File: src/rtl/nib_pkg.sv
package nib_pkg;
    parameter int NIB_DEPTH = 4;
    localparam int SEL_W = $clog2(NIB_DEPTH);

    typedef logic [SEL_W-1:0] sel_t;

    typedef struct packed {
        logic we;
        logic cas;
        logic ras;
    } strobe_t;

    localparam int STROBE_W = $bits(strobe_t);

    function automatic sel_t nib_step(input sel_t s);
        return sel_t'(s + sel_t'(1));
    endfunction

    function automatic sel_t nib_start(input logic col_bit, input logic row_bit);
        return sel_t'({col_bit, row_bit});
    endfunction
endpackage

File: src/rtl/nib_edge_det.sv
module nib_edge_det #(
    parameter int W = 3
) (
    input  logic         clk,
    input  logic         rst,
    input  logic [W-1:0] lvl,
    output logic [W-1:0] fall,
    output logic [W-1:0] rise
);
    logic [W-1:0] prev_q;

    always_ff @(posedge clk) begin
        if (rst) prev_q <= '1;
        else     prev_q <= lvl;
    end

    for (genvar i = 0; i < W; i++) begin : g_bit
        assign fall[i] = prev_q[i] & ~lvl[i];
        assign rise[i] = ~prev_q[i] & lvl[i];
    end
endmodule

File: src/rtl/nib_ptr.sv
module nib_ptr
    import nib_pkg::*;
(
    input  logic clk,
    input  logic rst,
    input  logic ras_fall,
    input  logic ras_rise,
    input  logic cas_fall,
    input  logic cas_lvl,
    input  logic addr_hi,
    output sel_t sel,
    output logic acc_go
);
    logic open_q, started_q, row_q, col_q;
    sel_t cnt_q;

    assign acc_go = cas_fall & open_q & ~ras_rise;
    assign sel    = sel_t'(nib_start(col_q, row_q) + cnt_q);

    always_ff @(posedge clk) begin
        if (rst || ras_rise) begin
            open_q    <= 1'b0;
            started_q <= 1'b0;
            row_q     <= 1'b0;
            col_q     <= 1'b0;
            cnt_q     <= '0;
        end else if (ras_fall) begin
            open_q <= cas_lvl;
            if (cas_lvl) row_q <= addr_hi;
        end else if (acc_go) begin
            if (!started_q) begin
                col_q     <= addr_hi;
                started_q <= 1'b1;
            end else begin
                cnt_q <= nib_step(cnt_q);
            end
        end
    end


    burst_clear_chk: assert property (@(posedge clk) disable iff (rst)
        ras_rise |=> (cnt_q == '0 && !started_q && !open_q));


    step_chk: assert property (@(posedge clk) disable iff (rst)
        (acc_go && started_q && !ras_fall) |=> (cnt_q == nib_step($past(cnt_q))));


    idle_hold_chk: assert property (@(posedge clk) disable iff (rst)
        (!ras_fall && !ras_rise && !acc_go) |=> $stable(cnt_q) && $stable(col_q));
endmodule

File: src/rtl/nib_acc_ctrl.sv
module nib_acc_ctrl (
    input  logic clk,
    input  logic rst,
    input  logic acc_go,
    input  logic cas_rise,
    input  logic we_fall,
    input  logic we_lvl,
    output logic active,
    output logic write,
    output logic oe
);
    logic act_q, wr_q, oe_q;

    always_ff @(posedge clk) begin
        if (rst || cas_rise) begin
            act_q <= 1'b0;
            wr_q  <= 1'b0;
            oe_q  <= 1'b0;
        end else if (acc_go) begin
            act_q <= 1'b1;
            wr_q  <= ~we_lvl;
            oe_q  <= we_lvl;
        end else if (act_q && we_fall) begin
            wr_q <= 1'b1;
        end
    end

    assign active = act_q;
    assign write  = wr_q;
    assign oe     = oe_q;


    hiz_on_cas_high_chk: assert property (@(posedge clk) disable iff (rst)
        cas_rise |=> (!oe_q && !wr_q && !act_q));


    oe_source_chk: assert property (@(posedge clk) disable iff (rst)
        (!oe_q && !acc_go) |=> !oe_q);


    early_write_chk: assert property (@(posedge clk) disable iff (rst)
        (acc_go && !we_lvl) |=> (wr_q && !oe_q));
endmodule

File: src/rtl/nib_burst_seq.sv
module nib_burst_seq
    import nib_pkg::*;
(
    input  logic             clk,
    input  logic             rst,
    input  logic             ras_n,
    input  logic             cas_n,
    input  logic             we_n,
    input  logic             addr_hi,
    output logic [SEL_W-1:0] sel,
    output logic             acc_active,
    output logic             acc_write,
    output logic             dout_oe
);
    strobe_t lvl, fall, rise;
    logic    acc_go;

    assign lvl = '{we: we_n, cas: cas_n, ras: ras_n};

    nib_edge_det #(.W(STROBE_W)) u_edge (
        .clk  (clk),
        .rst  (rst),
        .lvl  (lvl),
        .fall (fall),
        .rise (rise)
    );

    nib_ptr u_ptr (
        .clk      (clk),
        .rst      (rst),
        .ras_fall (fall.ras),
        .ras_rise (rise.ras),
        .cas_fall (fall.cas),
        .cas_lvl  (lvl.cas),
        .addr_hi  (addr_hi),
        .sel      (sel),
        .acc_go   (acc_go)
    );

    nib_acc_ctrl u_acc (
        .clk      (clk),
        .rst      (rst),
        .acc_go   (acc_go),
        .cas_rise (rise.cas),
        .we_fall  (fall.we),
        .we_lvl   (lvl.we),
        .active   (acc_active),
        .write    (acc_write),
        .oe       (dout_oe)
    );


    delayed_write_chk: assert property (@(posedge clk) disable iff (rst)
        (acc_active && fall.we && !rise.cas) |=> (acc_write && $stable(dout_oe)));
endmodule

File: config.mk
export PLATFORM = sky130hd
export DESIGN_NAME = nib_burst_seq
export DESIGN_NICKNAME = d
export VERILOG_FILES = /design/src/rtl/nib_pkg.sv /design/src/rtl/nib_edge_det.sv /design/src/rtl/nib_ptr.sv /design/src/rtl/nib_acc_ctrl.sv /design/src/rtl/nib_burst_seq.sv
export SDC_FILE = /design/constraint.sdc
export NUM_CORES = 1
export LEC_CHECK = 0
export ABC_AREA = 0
export BUFFER_PORTS_ARGS = -buffer_cell sky130_fd_sc_hd__clkbuf_2
export CAP_MARGIN = 10
export CORE_AREA = 2 2 39 41
export CTS_CLUSTER_SIZE = 28
export DETAILED_ROUTE_END_ITERATION = 8
export DIE_AREA = 0 0 41 43
export GPL_ROUTABILITY_DRIVEN = 0
export PLACE_DENSITY_LB_ADDON = 0.08
export SLEW_MARGIN = 40
export SYNTH_ARGS = -nofsm -noshare
export SYNTH_HDL_FRONTEND = slang
export SYNTH_SLANG_ARGS = --single-unit
File: constraint.sdc
create_clock -name clk -period 3.9 [get_ports clk]
set_clock_uncertainty 0.1 [all_clocks]
set_input_delay 0.39 -clock clk [delete_from_list [all_inputs] [get_ports clk]]
set_output_delay 0.39 -clock clk [all_outputs]
set_load 0.01 [all_outputs]
Word-level counts from Yosys, hierarchy flattened

Cells that the tools add are included.

Divide/modulo/power cells: 0
Multiplexer cells: 2
Multiply operators: 0
Order comparisons: 0
$add $sub $neg: 2
Equality and inequality tests: 0
Reductions and logical operators: 8
Bitwise operators: 15
Shifts and indexed selects: 0

Operators with widths:

| operator                                                      | count |
|---|---|
| 1-bit NOT                                                     | 8 |
| 1-bit AND                                                     | 7 |
| 3-bit AND reduction                                           | 2 |
| 2-bit AND reduction                                           | 2 |
| 2-bit by 1-bit adder with 2-bit output, second input constant | 1 |
| 2-bit adder                                                   | 1 |
| 1-bit logical OR                                              | 2 |
| 1-bit 2-to-1 mux                                              | 2 |
| 2-bit nonzero test                                            | 1 |
| 1-bit logical AND                                             | 1 |

Bits in registers: 12
Bits in writable memories: 0
Bits of input ports: 6
Memories kept: 0
Bits in read-only memories: 0
Output and inout port bits: 5
Latch bits: 0

Logic depth before layout (Yosys ltp)

Depth in word-level cells: 5
Mapped depth: 3
Mapped depth without buffers: 3

Cells and area by module

From an unflattened synthesis, not the netlist that was laid out.

Cell total of the unflattened synthesis: 52
Area, all modules: 519.2 µm²

Modules (own cells, without submodules):

| module       | seq. area each (µm²) | cells an instance | instances | area an instance (µm²) |
|---|---|---|---|---|
| nib_ptr      | 120.1                | 31                | 1         | 292.8 |
| nib_edge_det | 60.1                 | 12                | 1         | 120.1 |
| nib_acc_ctrl | 60.1                 | 9                 | 1         | 106.4 |

Worst setup path before layout

Ideal clock, no wire load.

Kind: register to output
Start: register u_ptr.cnt_q[0]
End: output sel[1]
Stages on the path, launching flop included: 4
Required time: 3.410 ns
Path buffers: 0
Arrival: 0.871 ns
Slack: 2.539 ns
Cells stage by stage: dfxtp_1 > ha_1 > xnor2_1 > xnor2_1

Longest elaborated chain between the ends: 1

Ends and longest elaborated chain:

| item                     | line                | RTL |
|---|---|---|
| start: declaration       | nib_ptr.sv:15       | `sel_t cnt_q;` |
| start signal: assignment | nib_ptr.sv:35       | `cnt_q <= nib_step(cnt_q);` |
| 2-bit adder              | nib_ptr.sv:18       | `assign sel = sel_t'(nib_start(col_q, row_q) + cnt_q);` |
| end: declaration         | nib_burst_seq.sv:10 | `output logic [SEL_W-1:0] sel,` |

Every way passes these cells.

Worst setup path after layout

Ends and elaborated chain as after synthesis.

==> flow_metrics.tcl <==
set metrics [dict create \
    grt_pass1_vias 414 \
    io_buffers 10 \
    hold_depth 2 \
    slowest_stage "dfxtp_1" \
    syn_nets 68 \
    die-height_um 43 \
    cts_buffer_depth 2 \
    finalCriticalPeriod_ns 1.75 \
    viasPerCell 5.16 \
    grt_max_degree 9 \
    stdcell_area_um2 638 \
    reg2reg_to "u_ptr.cnt_q[0]" \
    crit_buf_inv 1 \
    synthCells 61 \
    synth_most_common_cell "dfxtp_1" \
    grt_pass1_wl_mm 1.76 \
    nets 83 \
    critPathCaptureType "primary output" \
    netlist_area_um2 546 \
    maxSlewHeadroom_pct 74.3 \
    worstPathArrival_ns 1.26 \
    num_rows 14 \
    insertion_delay_ns 0.27 \
    dp_hpwl_um 776 \
    rsz0062_at_grt "false" \
    via_count 464 \
    netlist_top_cells_area "dfxtp_1 44%, nand3b_1 4.1%, mux2i_1 3.7%, nand3_1 3.7%, o21ai_0 3.7%" \
    hp-class "input port to register" \
    finalHoldViolCount 0 \
    crit_fanout 4 \
    ys_ff_latch 12 \
    avgSynthCellArea_um2 8.94 \
    post_cts_resized 0 \
    synth-async-reset-ratio_pct 0 \
    ctsHoldBuffers 0 \
    core_um2 1380 \
    ys.flop_type "dfxtp_1" \
    post-route-drc-count 0 \
    yosys_warnings 0 \
    worst-slew-pin-transition_ns 0.384 \
    numCtsBuffers 3 \
    final_cells 90 \
    worstRegToRegCells 3 \
    setup.worst_path.class "register to primary output" \
    synthToLayoutAreaGrowth_pct 17.0 \
    post-route-period-util_pct 44.9 \
    die_x_um 41 \
    antenna_cells 0 \
    ys_types 28 \
    worstHoldEndpoint "u_edge.prev_q[2]" \
    synth_edf_count 0 \
    fin_util_pct 46.1 \
    hp-start "we_n" \
    peakVddDrop_v 0.000220 \
    clock-sinks 12 \
    cp_common_cell "xnor2_1" \
    max_freq_ghz 0.571 \
    yosysTopAreaCellShare_pct 44.0 \
    max_stage_delay_ns 0.34 \
    htreeDepth 1 \
    antenna_found_initial 0 \
    routed_wl_mm 1.00 \
    synth_top_cell_by_area "dfxtp_1" \
    cp_top_family "flip-flops" \
    leakage_nw 0.261 \
    ant_nets 0 \
    p_per_area_nw_per_um2 352 \
    cts-root-buf "clkbuf_4" \
    drt-initial-drc-count 10 \
    dp.cells 87 \
    ys_seq_area_share_pct 44.0 \
    drt-wirelength-per-cell_um 11.2 \
    post_cts_buffers 0 \
    clk_pin_slew_ns 0.07 \
    netlist_top_cells_count "12 x dfxtp_1, 5 x inv_1, 4 x nand3_1, 4 x nor2_1, 4 x o21ai_0" \
    cp.depth 4 \
    slew_viol_final 0 \
    grt_overflow 0 \
    power_uw 224 \
    cp.required_ns 3.41 \
    drive_gt1_share_pct 21.6 \
    dieArea_um2 1760 \
    grt_usage_pct 15.2 \
    cp_cell_sequence "ha_1 -> xnor2_1 -> xnor2_1 -> clkbuf_2" \
    maxCapViolations 0 \
    ioPinCount 11 \
    finalSetupViolCount 0 \
    reg2reg_slack_ns 2.50 \
    worst_setup_path_start_kind "register" \
    fin_setup_tns_ns 0 \
    run_status "complete, no violations" \
    firstDrtPassIters 4 \
    cts_tree "built" \
    r2r-start "u_edge.prev_q[0]" \
    start_util_pct 39.4 \
    placed_area_um2 616 \
]
-- power by group --
| part | internal [mW] | leakage [nW] | switching (mW) |
|---|---|---|---|
| combinational | 0.00921 | 0.149 | 0.0121 |
| clock | 0.0357 | 0.0138 | 0.0385 |
| sequential | 0.126 | 0.0979 | 0.00278 |
| total | 0.171 | 0.261 | 0.0534 |
-- logic make-up (layout without fill, tap and decap cells) --
| logic type | count (synthesis) | after routing | synth area share [%] |
|---|---|---|---|
| AO/OA/AOI/OAI | 13 | 13 | 14.9 |
| XOR/XNOR | 3 | 3 | 4.82 |
| adder cells (fa/ha/maj) | 1 | 1 | 2.29 |
| buffers and inverters | 5 | 18 | 3.44 |
| flip-flops | 12 | 12 | 44.0 |
| multiplexers | 2 | 2 | 3.67 |
| AND/OR/NAND/NOR | 25 | 25 | 26.8 |
-- metal layers --
layer  up-vias  wire [µm]  GRT usage, %
met5         -          0             0
met4         0         10          8.00
met3         2         53          4.71
met2        10        447          21.3
met1       209        492          20.2
li1        243          -             -
-- flip-flops by register name, summed over array words and instances, names as in the netlist --
register / flops
u_acc.active: 1
u_edge.prev_q: 3
u_acc.write: 1
u_ptr.col_q: 1
u_acc.oe: 1
u_ptr.started_q: 1
u_ptr.row_q: 1
u_ptr.cnt_q: 2
u_ptr.open_q: 1
-- worst register-to-register path, stage by stage (launching register included) --
cell	delay, ns
dfxtp_1	0.43
xor2_1	0.17
or4_1	0.49
a21boi_1	0.14
-- stage by stage --
step | hold slack, ns | setup slack [ns]
final | 0.252 | 2.15
after global routing | 0.243 | 2.07
after CTS | 0.250 | 2.13
after detailed placement | 0.376 | 2.35
after global placement | 0.381 | 2.35
after floorplan | 0.359 | 2.54
-- layout make-up --
class	instances	area, µm²
inverter	5	18.8
clock buffer	3	22.5
sequential	12	240
timing repair buffer	10	50.0
tap	16	20.0
multi-input combinational	44	287
fill	134	746
-- cells in the final DEF, fill, tap and decap left out, drive strengths merged, types with 2 or more instances in the layout --
cell type and n:
nand3 4, mux2i 2, and2 2, and3b 2, xnor2 2, or2 2, clkbuf 13, nand2 2
inv 5, nor2 4, nand3b 3, a21oi 3, dfxtp 12, o21ai 4
-- worst max-delay path by stage --
stage | startpoint | slack, ns | to
after global placement | ras_n | 2.35 | u_ptr.cnt_q[0]
after global routing | u_ptr.cnt_q[0] | 2.07 | sel[1]
after floorplan | u_ptr.cnt_q[0] | 2.54 | sel[1]
after CTS | u_ptr.cnt_q[0] | 2.13 | sel[1]
after detailed placement | ras_n | 2.35 | u_ptr.cnt_q[0]
final | u_ptr.cnt_q[0] | 2.15 | sel[1]
No activity file was read; power rests on OpenSTA's default activity.
